<file path="src/rtl/sxs_pkg.sv">
package sxs_pkg;

  typedef enum logic [1:0] {
    ST_IDLE  = 2'd0,
    ST_ARMED = 2'd1,
    ST_SHIFT = 2'd2,
    ST_CONT  = 2'd3
  } seqState_t;

  // strobes from control to datapath, all single-cycle
  typedef struct packed {
    logic driveOut;  // falling shift-clock edge: update sdo
    logic sampleIn;  // rising shift-clock edge: shift sdi in
    logic finish;    // last bit sampled: capture received byte
    logic setIrq;    // controller leaves the shifting state
    logic loadOk;    // parallel load permitted
  } dpStrobe_t;

endpackage

</file>
<file path="src/rtl/sxs_ctrl.sv">
module sxs_ctrl
  import sxs_pkg::*;
#(
  parameter int BITS = 8,
  parameter int DIV  = 4,
  parameter int SYNC = 2
) (
  input  logic       clk,
  input  logic       rstN,
  input  logic       modeWr,
  input  logic       startCmd,
  input  logic       extClkSel,
  input  logic [1:0] portMode,
  input  logic       clkEnable,
  input  logic       sckIn,
  output logic       sckOut,
  output seqState_t  st,
  output dpStrobe_t  strobe
);

  localparam int CW = $clog2(BITS);
  localparam int DW = $clog2(DIV);
  localparam logic [CW-1:0] LAST_BIT = CW'(BITS - 1);
  localparam logic [DW-1:0] HALF_C   = DW'(DIV / 2);
  localparam logic [DW-1:0] WRAP_C   = DW'(DIV - 1);

  seqState_t       stNext;
  logic [SYNC-1:0] syncQ;
  logic            sckPrev;
  logic [CW-1:0]   bitCnt;
  logic [DW-1:0]   divCnt;
  logic            sckQ;
  logic extFall, extRise, intFall, intRise, pulseFall, pulseRise;
  logic run, runNext, setIrq, doneRx;

  // external clock: synchroniser chain then edge detect
  always_ff @(posedge clk) begin
    if (!rstN) begin
      syncQ   <= '1;
      sckPrev <= 1'b1;
    end else begin
      syncQ   <= {syncQ[SYNC-2:0], sckIn};
      sckPrev <= syncQ[SYNC-1];
    end
  end
  assign extFall = sckPrev & ~syncQ[SYNC-1];
  assign extRise = ~sckPrev & syncQ[SYNC-1];

  // internal clock generator
  assign run     = !extClkSel && (st == ST_SHIFT || st == ST_CONT);
  assign runNext = !extClkSel && (stNext == ST_SHIFT || stNext == ST_CONT);
  assign intFall = run && (divCnt == '0);
  assign intRise = run && (divCnt == HALF_C);

  assign pulseFall = extClkSel ? extFall : intFall;
  assign pulseRise = extClkSel ? extRise : intRise;

  always_comb begin
    stNext = st;
    setIrq = 1'b0;
    doneRx = 1'b0;
    if (modeWr) begin
      stNext = ST_IDLE;
      setIrq = (st == ST_SHIFT);
    end else begin
      unique case (st)
        ST_IDLE:  if (startCmd) stNext = ST_ARMED;
        ST_ARMED: begin
          if (extClkSel) begin
            if (extFall) stNext = ST_SHIFT;
          end else if (clkEnable) begin
            stNext = (portMode == 2'b00) ? ST_CONT : ST_SHIFT;
          end
        end
        ST_SHIFT: begin
          if (startCmd) begin
            stNext = ST_ARMED;
            setIrq = 1'b1;
          end else if (pulseRise && bitCnt == LAST_BIT) begin
            stNext = extClkSel ? ST_ARMED : ST_IDLE;
            setIrq = 1'b1;
            doneRx = 1'b1;
          end
        end
        default: ;
      endcase
    end
  end

  always_comb begin
    strobe.driveOut = !modeWr &&
                      ((st == ST_SHIFT && !startCmd && pulseFall) ||
                       (st == ST_ARMED && extClkSel && extFall));
    strobe.sampleIn = !modeWr && !startCmd && st == ST_SHIFT && pulseRise;
    strobe.finish   = doneRx;
    strobe.setIrq   = setIrq;
    strobe.loadOk   = (st == ST_IDLE) || (st == ST_ARMED);
  end

  always_ff @(posedge clk) begin
    if (!rstN) begin
      st     <= ST_IDLE;
      bitCnt <= '0;
      divCnt <= '0;
      sckQ   <= 1'b1;
    end else begin
      st <= stNext;
      if (st != ST_SHIFT || stNext != ST_SHIFT) bitCnt <= '0;
      else if (strobe.sampleIn)                bitCnt <= bitCnt + 1'b1;
      if (!run || !runNext)      divCnt <= '0;
      else if (divCnt == WRAP_C) divCnt <= '0;
      else                       divCnt <= divCnt + 1'b1;
      if (!runNext)     sckQ <= 1'b1;
      else if (intFall) sckQ <= 1'b0;
      else if (intRise) sckQ <= 1'b1;
    end
  end

  assign sckOut = sckQ;

  // idle: generated clock parked high, counter at zero
  assert_idle_parked_R4: assert property (@(posedge clk) disable iff (!rstN)
    (st == ST_IDLE) |-> (sckOut && bitCnt == '0));

  // clock-only state never moves data
  assert_cont_no_data_R9: assert property (@(posedge clk) disable iff (!rstN)
    (st == ST_CONT) |-> (!strobe.driveOut && !strobe.sampleIn && !strobe.setIrq));

  // counter advances only on a sampled bit while shifting
  assert_count_steps_R3: assert property (@(posedge clk) disable iff (!rstN)
    ($past(st) == ST_SHIFT && st == ST_SHIFT && !$past(strobe.sampleIn))
      |-> $stable(bitCnt));

endmodule

</file>
<file path="src/rtl/sxs_dpath.sv">
module sxs_dpath
  import sxs_pkg::*;
#(
  parameter int BITS = 8
) (
  input  logic            clk,
  input  logic            rstN,
  input  dpStrobe_t       strobe,
  input  logic            loadWr,
  input  logic [BITS-1:0] loadData,
  input  logic            sdi,
  input  logic            irqClr,
  output logic            sdo,
  output logic [BITS-1:0] rxData,
  output logic            irqFlag
);

  logic [BITS-1:0] shiftQ;
  logic [BITS-1:0] rxQ;
  logic            sdoQ;
  logic            irqQ;

  always_ff @(posedge clk) begin
    if (!rstN) begin
      shiftQ <= '0;
      rxQ    <= '0;
      sdoQ   <= 1'b1;
      irqQ   <= 1'b0;
    end else begin
      if (strobe.sampleIn)              shiftQ <= {sdi, shiftQ[BITS-1:1]};
      else if (loadWr && strobe.loadOk) shiftQ <= loadData;
      if (strobe.driveOut) sdoQ <= shiftQ[0];
      if (strobe.finish)   rxQ  <= {sdi, shiftQ[BITS-1:1]};
      if (strobe.setIrq)   irqQ <= 1'b1;
      else if (irqClr)     irqQ <= 1'b0;
    end
  end

  assign sdo     = sdoQ;
  assign rxData  = rxQ;
  assign irqFlag = irqQ;

  assert_irq_set_wins_R8: assert property (@(posedge clk) disable iff (!rstN)
    strobe.setIrq |=> irqFlag);

  assert_load_refused_R10: assert property (@(posedge clk) disable iff (!rstN)
    (loadWr && !strobe.loadOk && !strobe.sampleIn) |=> $stable(shiftQ));

  assert_rx_held_R11: assert property (@(posedge clk) disable iff (!rstN)
    !strobe.finish |=> $stable(rxData));

endmodule

</file>
<file path="src/rtl/serial_xfer_seq.sv">
module serial_xfer_seq
  import sxs_pkg::*;
#(
  parameter int BITS = 8,
  parameter int DIV  = 4,
  parameter int SYNC = 2
) (
  input  logic            clk,
  input  logic            rstN,
  input  logic            modeWr,
  input  logic            startCmd,
  input  logic            extClkSel,
  input  logic [1:0]      portMode,
  input  logic            clkEnable,
  input  logic            loadWr,
  input  logic [BITS-1:0] loadData,
  input  logic            irqClr,
  input  logic            sckIn,
  input  logic            sdi,
  output logic            sckOut,
  output logic            sdo,
  output logic [BITS-1:0] rxData,
  output logic            irqFlag,
  output logic [1:0]      seqState
);

  seqState_t  st;
  dpStrobe_t  strobe;

  sxs_ctrl #(.BITS(BITS), .DIV(DIV), .SYNC(SYNC)) u_ctrl (
    .clk(clk), .rstN(rstN), .modeWr(modeWr), .startCmd(startCmd),
    .extClkSel(extClkSel), .portMode(portMode), .clkEnable(clkEnable),
    .sckIn(sckIn), .sckOut(sckOut), .st(st), .strobe(strobe)
  );

  sxs_dpath #(.BITS(BITS)) u_dpath (
    .clk(clk), .rstN(rstN), .strobe(strobe), .loadWr(loadWr),
    .loadData(loadData), .sdi(sdi), .irqClr(irqClr), .sdo(sdo),
    .rxData(rxData), .irqFlag(irqFlag)
  );

  assign seqState = st;

  // any exit from shifting leaves the flag raised
  assert_exit_flags_R6: assert property (@(posedge clk) disable iff (!rstN)
    ($past(st) == ST_SHIFT && st != ST_SHIFT) |-> irqFlag);

  assert_cont_sdo_hold_R9: assert property (@(posedge clk) disable iff (!rstN)
    ($past(st) == ST_CONT && st == ST_CONT) |-> $stable(sdo));

  assert_mode_write_idle_R6: assert property (@(posedge clk) disable iff (!rstN)
    modeWr |=> (st == ST_IDLE));

endmodule

</file>
<file path="config.mk">
export PLATFORM = sky130hd
export DESIGN_NAME = serial_xfer_seq
export DESIGN_NICKNAME = d
export VERILOG_FILES = /design/src/rtl/sxs_pkg.sv /design/src/rtl/sxs_ctrl.sv /design/src/rtl/sxs_dpath.sv /design/src/rtl/serial_xfer_seq.sv
export SDC_FILE = /design/constraint.sdc
export NUM_CORES = 1
export LEC_CHECK = 0
export ABC_AREA = 1
export BUFFER_PORTS_ARGS = -buffer_cell sky130_fd_sc_hd__buf_4
export CORE_UTILIZATION = 35
export DETAILED_ROUTE_END_ITERATION = 8
export HOLD_SLACK_MARGIN = 0.05
export PLACE_DENSITY = 0.62
export SETUP_SLACK_MARGIN = 0.1
export SKIP_LAST_GASP = 1
export SYNTH_ARGS = -nofsm -noshare
export SYNTH_HDL_FRONTEND = slang
export SYNTH_HIERARCHICAL = 1
export SYNTH_SLANG_ARGS = --single-unit
</file>
<file path="constraint.sdc">
create_clock -name clk -period 2.2 [get_ports clk]
set_input_delay 0.44 -clock clk [delete_from_list [all_inputs] [get_ports clk]]
set_output_delay 0.44 -clock clk [all_outputs]
set_load 0.01 [all_outputs]
</file>
==> impl_metrics.json, run 1 <==
{
  "num-fill-cells": 445,
  "syn-num-nets": 231,
  "ys_seq_area_share_pct": 39.2,
  "tightestPinTransition_ps": 421,
  "h-tree-depth": 2,
  "synthTopCellsByArea": "dfxtp_1 39%, nand2_1 13%, inv_1 7.4%",
  "cts_tree": "yes",
  "avgSynthCellArea_um2": 7.19,
  "final_cells": 291,
  "worst_hold_path_type": "input pin to flop",
  "syn-instance-count": 206,
  "status": "complete, no violations",
  "cts_root_buffer": "clkbuf_8",
  "rows": 23,
  "clk_latency_ps": 270,
  "gp_congestion": 0.819,
  "cp.required_ps": 2370,
  "netlist-cell-type-count": 26,
  "routedWlPerCell_um": 11.1,
  "dr.first_iter.drc_count": 61,
  "syn_area_um2": 1480,
  "n_antenna_cell": 0,
  "setup_viol": 0,
  "fp.coreArea_um2": 4030,
  "cts.repair.resized": 0,
  "drc": 0,
  "vias": 1334,
  "slew_viol_final": 0,
  "io_pins": 33,
  "drtAntennaViolNets": 0,
  "fin_crit_ps": 1780,
  "drv_cap": 0,
  "post-route-period-util_pct": 80.7,
  "clockBufferDepth": 2,
  "skew_ps": 2.11,
  "setup.worst_path.start_class": "flop",
  "clock-sinks": 29,
  "finalHoldViolations": 0,
  "yosysTopAreaCell": "dfxtp_1",
  "place_inst": 283,
  "ir_drop_mv": 0.424,
  "grt_pass1_vias": 1289,
  "start_util_pct": 36.7,
  "wl_um": 3230,
  "yosys_warnings": 6,
  "max_freq_mhz": 563,
  "slew_headroom_pct": 71.9,
  "cts_hold_buf": 0,
  "critPathCaptureType": "flop",
  "syn2layout_area_growth_pct": 24.9,
  "hpwl_um": 2430,
  "grt_pass1_wl_um": 5430,
  "track_usage_pct": 16.4,
  "path_class": "flop to flop",
  "grt_max_degree": 20,
  "cellPowerDensity_nw_per_um2": 608,
  "die_area_um2": 4490,
  "clk_pin_slew_ps": 60,
  "antenna_found_initial": 0,
  "critPathArrivalTime_ps": 1950,
  "nets": 265,
  "synth-seq-cells": 29,
  "rsz0062_at_grt": "no",
  "dr.pass1.iters": 4,
  "fin_tns_setup_ps": 0,
  "worstPathMaxFanout": 16,
  "p_leak_nw": 0.941,
  "postCtsSetupBuffers": 0,
  "portBuffers": 32,
  "overflow": 0,
  "viasPerCell": 4.58,
  "die_h_um": 67.0,
  "post-synth-top-area-fraction_pct": 39.2,
  "die_w_um": 67.0,
  "layout-drive-gt1-share_pct": 24.5,
  "numCtsBuffers": 5
}
==> placed cells by master (no fill, tap or decap) <==
cell type,n
nor4_2,1
buf_4,33
clkbuf_8,7
inv_6,1
nand2_4,4
o21ai_0,7
nand3_2,4
nand4_1,4
a31oi_1,1
clkinv_1,1
a32o_1,1
a21oi_2,2
or2_2,2
dfxtp_1,29
o211ai_1,1
ha_1,5
nand2_2,2
nand3_1,11
nor2_8,1
nor2_1,27
inv_1,29
a21oi_1,13
clkinv_2,1
nand2_1,50
inv_2,1
o21ai_1,3
==> synthesized netlist by cell type <==
cell       n
o21ai_0    7
a31oi_1    1
nor2_8     1
nand3_1   11
nand2_4    4
a32o_1     1
o21ai_1    3
dfxtp_1   29
buf_4      3
ha_1       5
clkinv_1   1
nand2_2    2
nor4_1     1
o211ai_1   1
buf_6      2
inv_2      1
inv_6      1
nand3_2    4
a21oi_2    2
nand2_1   50
buf_2      1
or2_2      2
nor2_1    27
a21oi_1   13
inv_1     29
nand4_1    4
==> metal layers <==
metal | wire, µm | global-route usage (%) | part of all wire, % | up-vias
met5 | 0 | 0 | 0 | -
met4 | 48 | 7.18 | 1.5 | 0
met3 | 191 | 5.14 | 5.9 | 6
met2 | 1490 | 28.1 | 46 | 29
met1 | 1500 | 18.4 | 46 | 585
li1 | - | - | - | 714
==> path summary, 6_finish.rpt <==
check	start	endpoint	slack [ps]	depth (start not counted)
max	u_ctrl/st[1]	u_dpath/shiftQ[1]	420	9
min	sckIn	u_ctrl/syncQ[0]	350	2
max reg2reg	u_ctrl/st[1]	u_dpath/shiftQ[1]	420	9
min reg2reg	u_ctrl/syncQ[0]	u_ctrl/syncQ[1]	410	1
==> report_power, final <==
group          internal, mW  leakage [nW]  switching [mW]
sequential            0.540         0.237         0.00791
combinational        0.0465         0.650          0.0565
clock                 0.282        0.0542           0.191
total                 0.868         0.941           0.256
==> metrics by stage <==
stage | util, % | hold WS (ps) | total power, mW | worst slack, ps | area [µm²]
2_1_floorplan | - | 392 | 0.615 | 633 | 1480
5_1_grt | 45.9 | 347 | 1.17 | 190 | 1850
4_1_cts | 45.9 | 343 | 1.14 | 437 | 1850
6_report | 45.9 | 350 | 1.12 | 424 | 1850
3_3_place_gp | 43.4 | 394 | 0.663 | 438 | 1750
3_5_place_dp | 43.4 | 400 | 0.663 | 372 | 1750
==> registers in the layout, indices dropped and copies added, names as in the netlist <==
register / count
u_dpath/rxData: 8
u_ctrl/sckOut: 1
u_ctrl/st: 2
u_dpath/sdo: 1
u_ctrl/bitCnt: 3
u_ctrl/sckPrev: 1
u_dpath/irqFlag: 1
u_ctrl/divCnt: 2
u_dpath/shiftQ: 8
u_ctrl/syncQ: 2
==> logic make-up (layout without fill, tap and decap cells) <==
family / after synthesis / in the layout / synth area share, %
compound gates: 28 / 28 / 10.6
fa+ha+maj: 5 / 5 / 4.23
buf+inv: 38 / 73 / 11.8
simple gates: 106 / 106 / 34.2
flops: 29 / 29 / 39.2
==> worst max-delay path, cell delays in order, from the launching register on <==
cell	delay [ps]
dfxtp_1	510
nand2_4	130
nor2_8	170
nand3_2	120
inv_1	340
inv_6	120
nand2_1	80
nand2_1	50
nor2_1	110
nor2_1	40
==> area by class of cell <==
| class | count | area, µm² | share of cell area [%] |
|---|---|---|---|
| timing repair buffer | 33 | 248 | 13.4 |
| clock inverter | 1 | 5.00 | 0.271 |
| inverter | 32 | 125 | 6.77 |
| tap | 50 | 62.6 | 3.39 |
| clock buffer | 7 | 96.3 | 5.21 |
| sequential | 29 | 581 | 31.4 |
| multi-input combinational | 139 | 731 | 39.5 |
Note: power is estimated with default switching activity, not from simulation.
==> run 2, diff against run 1 <==
--- a/config.mk
+++ b/config.mk
@@ -10,7 +10,7 @@
 export CORE_UTILIZATION = 35
 export DETAILED_ROUTE_END_ITERATION = 8
 export HOLD_SLACK_MARGIN = 0.05
-export PLACE_DENSITY = 0.62
+export PLACE_DENSITY = 0.64
 export SETUP_SLACK_MARGIN = 0.1
 export SKIP_LAST_GASP = 1
 export SYNTH_ARGS = -nofsm -noshare
==> constraint.sdc (replaced) <==
create_clock -name clk -period 1.6 [get_ports clk]
set_input_delay 0.32 -clock clk [delete_from_list [all_inputs] [get_ports clk]]
set_output_delay 0.32 -clock clk [all_outputs]
set_load 0.01 [all_outputs]
==> impl_metrics.json, run 2 (same netlist as run 1, synthesis figures left out) <==
{
  "clockBufferDepth": 2,
  "crit_path_end": "u_dpath/shiftQ[6]",
  "finalHoldViolations": 0,
  "dr.first_iter.drc_count": 90,
  "syn2layout_area_growth_pct": 37.4,
  "overflow": 0,
  "fin_tns_setup_ps": 0,
  "worst_r2r_path_depth": 11,
  "portBuffers": 32,
  "crit_path_top_delay_cell": "dfxtp_2",
  "skew_ps": 6.53,
  "p_leak_nw": 0.999,
  "max_freq_mhz": 694,
  "n_antenna_cell": 0,
  "cellPowerDensity_nw_per_um2": 744,
  "fin_crit_ps": 1440,
  "grt_max_degree": 19,
  "wl_um": 3460,
  "drv_cap": 0,
  "cp-startpoint": "u_ctrl/divCnt[0]",
  "rr_endpoint": "u_dpath/shiftQ[6]",
  "slew_viol_final": 0,
  "path_class": "flop to flop",
  "cp.required_ps": 1770,
  "clk_pin_slew_ps": 60,
  "setup_viol": 0,
  "vias": 1418,
  "numCtsBuffers": 5,
  "clock-sinks": 29,
  "worstPathMaxFanout": 8,
  "post-route-period-util_pct": 90.0,
  "routedWlPerCell_um": 11.5,
  "hold_depth": 2,
  "final_cell_mix": "44 x nand2_1, 40 x buf_4, 27 x inv_1",
  "nets": 277,
  "die_h_um": 67.0,
  "placed_area_um2": 1790,
  "rows": 23,
  "r2r_slack_ps": 160,
  "h-tree-depth": 2,
  "viasPerCell": 4.70,
  "dr.pass1.iters": 4,
  "final_util_pct": 50.5,
  "critPathArrivalTime_ps": 1610,
  "dp_slack_ps": 64.0,
  "die_w_um": 67.0,
  "worst_hold_path_type": "input pin to flop",
  "die_area_um2": 4490,
  "critPathCaptureType": "flop",
  "track_usage_pct": 17.5,
  "io_pins": 33,
  "grt_pass1_vias": 1336,
  "final_area_um2": 2030,
  "ir_drop_mv": 0.617,
  "drc": 0,
  "hpwl_um": 2350,
  "cts_tree": "yes",
  "antenna_found_initial": 0,
  "cts_root_buffer": "clkbuf_8",
  "slew_headroom_pct": 78.2,
  "slowest_delay_ps": 320,
  "path_cells": "inv_2 -> ha_4 -> nand3_4 -> nand2_4 -> buf_6 -> nand3_4 -> inv_6 -> a21oi_2 -> buf_6 -> nor2_1 -> nor2_1",
  "start_util_pct": 36.7,
  "grt_pass1_wl_um": 5780,
  "setup.worst_path.start_class": "flop",
  "cts_hold_buf": 0,
  "status": "complete, no violations",
  "rsz0062_at_grt": "yes",
  "clk_latency_ps": 270,
  "drtAntennaViolNets": 0,
  "tightestPinTransition_ps": 326,
  "layout-drive-gt1-share_pct": 35.7,
  "setup_ws_ps": 159,
  "fp.coreArea_um2": 4030,
  "worstReg2RegStart": "u_ctrl/divCnt[0]",
  "gp_congestion": 0.813,
  "final_common_cell": "nand2_1"
}
-- run 2: metal layers --
| metal | wire length [µm] | part of all wire, % | GRT usage [%] |
|---|---|---|---|
| met5 | 0 | 0 | 0 |
| met2 | 1620 | 47 | 29.3 |
| met3 | 239 | 6.9 | 3.60 |
| met4 | 69 | 2.0 | 8.24 |
| met1 | 1530 | 44 | 21.2 |
-- run 2: timing repair --
item,CTS,global route
gates resized for setup,18,20
cloned,1,0
setup endpoints to repair,14,17
pin swaps,4,16
buffers inserted,4,2
-- run 2: worst min-delay path by stage --
stage | from | end | slack (ps)
after global routing | sckIn | u_ctrl/syncQ[0] | 240
after floorplan | rstN | u_ctrl/sckPrev | 390
final | sckIn | u_ctrl/syncQ[0] | 240
after global placement | u_ctrl/syncQ[0] | u_ctrl/syncQ[1] | 400
after CTS | sckIn | u_ctrl/syncQ[0] | 240
after detailed placement | u_ctrl/syncQ[0] | u_ctrl/syncQ[1] | 410
-- run 2: layout make-up --
cell class	count	area (µm²)
well taps	50	62.6
clock buffers	7	86.3
fillers	405	2000
multi-input cells	139	812
inverters	32	130
flip-flops and latches	29	592
repair buffers	45	350
-- run 2: stage by stage --
stage	hold slack, ps	total power [mW]	instances
after floorplan	389	0.846	206
after global placement	395	0.916	288
after detailed placement	406	0.917	288
after CTS	235	1.53	300
after global routing	242	1.58	302
final	239	1.51	302
-- run 2: report_power, final --
part	internal (mW)	switching, mW
Sequential	0.739	0.0119
Combinational	0.0734	0.0849
Clock	0.341	0.262
Total	1.15	0.359
-- run 2: worst max-delay path, delay by kind of cell (launching register included) --
family                     cells  cell delay (ps)
AOI/OAI and AO/OA              1               40
adders and majority gates      1              130
buffers and inverters          4              420
DFF                            1              320
and+or+nand+nor                5              410
==> run 3, diff against run 2 <==
--- a/config.mk
+++ b/config.mk
@@ -11,6 +11,7 @@
 export DETAILED_ROUTE_END_ITERATION = 8
 export HOLD_SLACK_MARGIN = 0.05
 export PLACE_DENSITY = 0.64
+export RECOVER_POWER = 25
 export SETUP_SLACK_MARGIN = 0.1
 export SKIP_LAST_GASP = 1
 export SYNTH_ARGS = -nofsm -noshare
==> impl_metrics.json, run 3 (same netlist as run 1, synthesis figures left out) <==
{
  "status": "complete, no violations",
  "wl_um": 3460,
  "viasPerCell": 4.71,
  "cp-startpoint": "u_ctrl/divCnt[0]",
  "final_cells": 302,
  "max_freq_mhz": 694,
  "tightestPinTransition_ps": 326,
  "fp.coreArea_um2": 4030,
  "post-route-period-util_pct": 90.0,
  "io_pins": 33,
  "slowest_delay_ps": 320,
  "track_usage_pct": 17.5,
  "numCtsBuffers": 5,
  "syn2layout_area_growth_pct": 35.3,
  "gp_congestion": 0.813,
  "slew_viol_final": 0,
  "die_h_um": 67.0,
  "overflow": 0,
  "dr.pass1.iters": 4,
  "rows": 23,
  "critPathArrivalTime_ps": 1610,
  "final_cell_mix": "44 x nand2_1, 32 x buf_4, 27 x inv_1",
  "layout-drive-gt1-share_pct": 32.5,
  "final_area_um2": 2000,
  "path_cells": "inv_2 -> ha_4 -> nand3_4 -> nand2_4 -> buf_6 -> nand3_4 -> inv_6 -> a21oi_2 -> buf_6 -> nor2_1 -> nor2_1",
  "num-fill-cells": 408,
  "cp.required_ps": 1770,
  "rsz0062_at_grt": "yes",
  "routedWlPerCell_um": 11.4,
  "drv_cap": 0,
  "die_w_um": 67.0,
  "start_util_pct": 36.7,
  "dr.first_iter.drc_count": 92,
  "nets": 277,
  "cellPowerDensity_nw_per_um2": 753,
  "die_area_um2": 4490,
  "portBuffers": 32,
  "vias": 1422,
  "fin_tns_setup_ps": 0,
  "critPathCaptureType": "flop",
  "cts_tree": "yes",
  "final-seq-area_um2": 592,
  "antenna_found_initial": 0,
  "setup_ws_ps": 160,
  "finalHoldViolations": 0,
  "setup.worst_path.start_class": "flop",
  "n_antenna_cell": 0,
  "setup_viol": 0,
  "worstReg2RegStart": "u_ctrl/divCnt[0]",
  "clock-sinks": 29,
  "dp_slack_ps": 64.0,
  "final_common_cell": "nand2_1",
  "cts_hold_buf": 0,
  "finalPower_mw": 1.51,
  "worstPathMaxFanout": 8,
  "hpwl_um": 2350,
  "crit_path_top_delay_cell": "dfxtp_2",
  "grt_max_degree": 19,
  "clk_pin_slew_ps": 60,
  "ir_drop_mv": 0.618,
  "cts_root_buffer": "clkbuf_8",
  "multi_input_area_um2": 812,
  "h-tree-depth": 2,
  "placed_area_um2": 1790,
  "clk_latency_ps": 270,
  "drtAntennaViolNets": 0,
  "place_inst": 288,
  "path_class": "flop to flop",
  "slew_headroom_pct": 78.2,
  "worst_hold_path_type": "input pin to flop",
  "grt_pass1_vias": 1336,
  "worstHoldStart": "sckIn",
  "drc": 0,
  "p_leak_nw": 0.968,
  "r2r_slack_ps": 160,
  "fin_crit_ps": 1440,
  "grt_pass1_wl_um": 5780,
  "clockBufferDepth": 2,
  "skew_ps": 6.79,
  "cp.buffers_inverters": 4,
  "crit_family": "buffers and inverters"
}
run 3: cell types whose count changed in the layout (fill, tap and decap cells not counted), sizes merged:
cell / delta
clkbuf: +8
buf: -8
run 3: per-layer routing:
metal  GRT usage, %  up-vias  share of wire, %
met3           3.60        9               5.1
met5              0        -                 0
met2           29.3       46                47
met4           8.24        0               2.1
met1           21.2      633                46
li1               -      734                 -
run 3: power by group:
part           switching [mW]  internal [mW]  total (mW)  leakage [nW]
registers              0.0117          0.739       0.751         0.240
clock network           0.260          0.341       0.601        0.0443
logic                  0.0855         0.0721       0.158         0.684
total                   0.357           1.15        1.51         0.968
run 3: path summary, 6_finish.rpt:
| check | to | depth (start not counted) |
|---|---|---|
| setup / recovery | u_dpath/shiftQ[6] | 11 |
| hold / removal | u_ctrl/syncQ[0] | 2 |
| hold reg to reg | u_ctrl/syncQ[1] | 1 |
| setup reg to reg | u_dpath/shiftQ[6] | 11 |
run 3: final cells by class:
class / count / share of cell area, %
multi-input combinational: 139 / 40.5
sequential: 29 / 29.5
timing repair buffer: 45 / 16.0
inverter: 32 / 6.50
clock buffer: 7 / 4.31
tap: 50 / 3.12
run 3: metrics by stage:
stage / hold WS [ps] / utilization [%]
CTS: 235 / 48.8
global placement: 395 / 44.5
detailed placement: 406 / 44.5
finish: 239 / 49.7
global route: 242 / 49.7
floorplan: 389 / -
run 3: what timing repair did:
| item | in CTS | in global routing |
|---|---|---|
| buffers inserted | 4 | 2 |
| gates cloned | 1 | 0 |
| pin swaps | 4 | 16 |
| setup endpoints to repair | 14 | 17 |
| gates resized for setup | 18 | 20 |
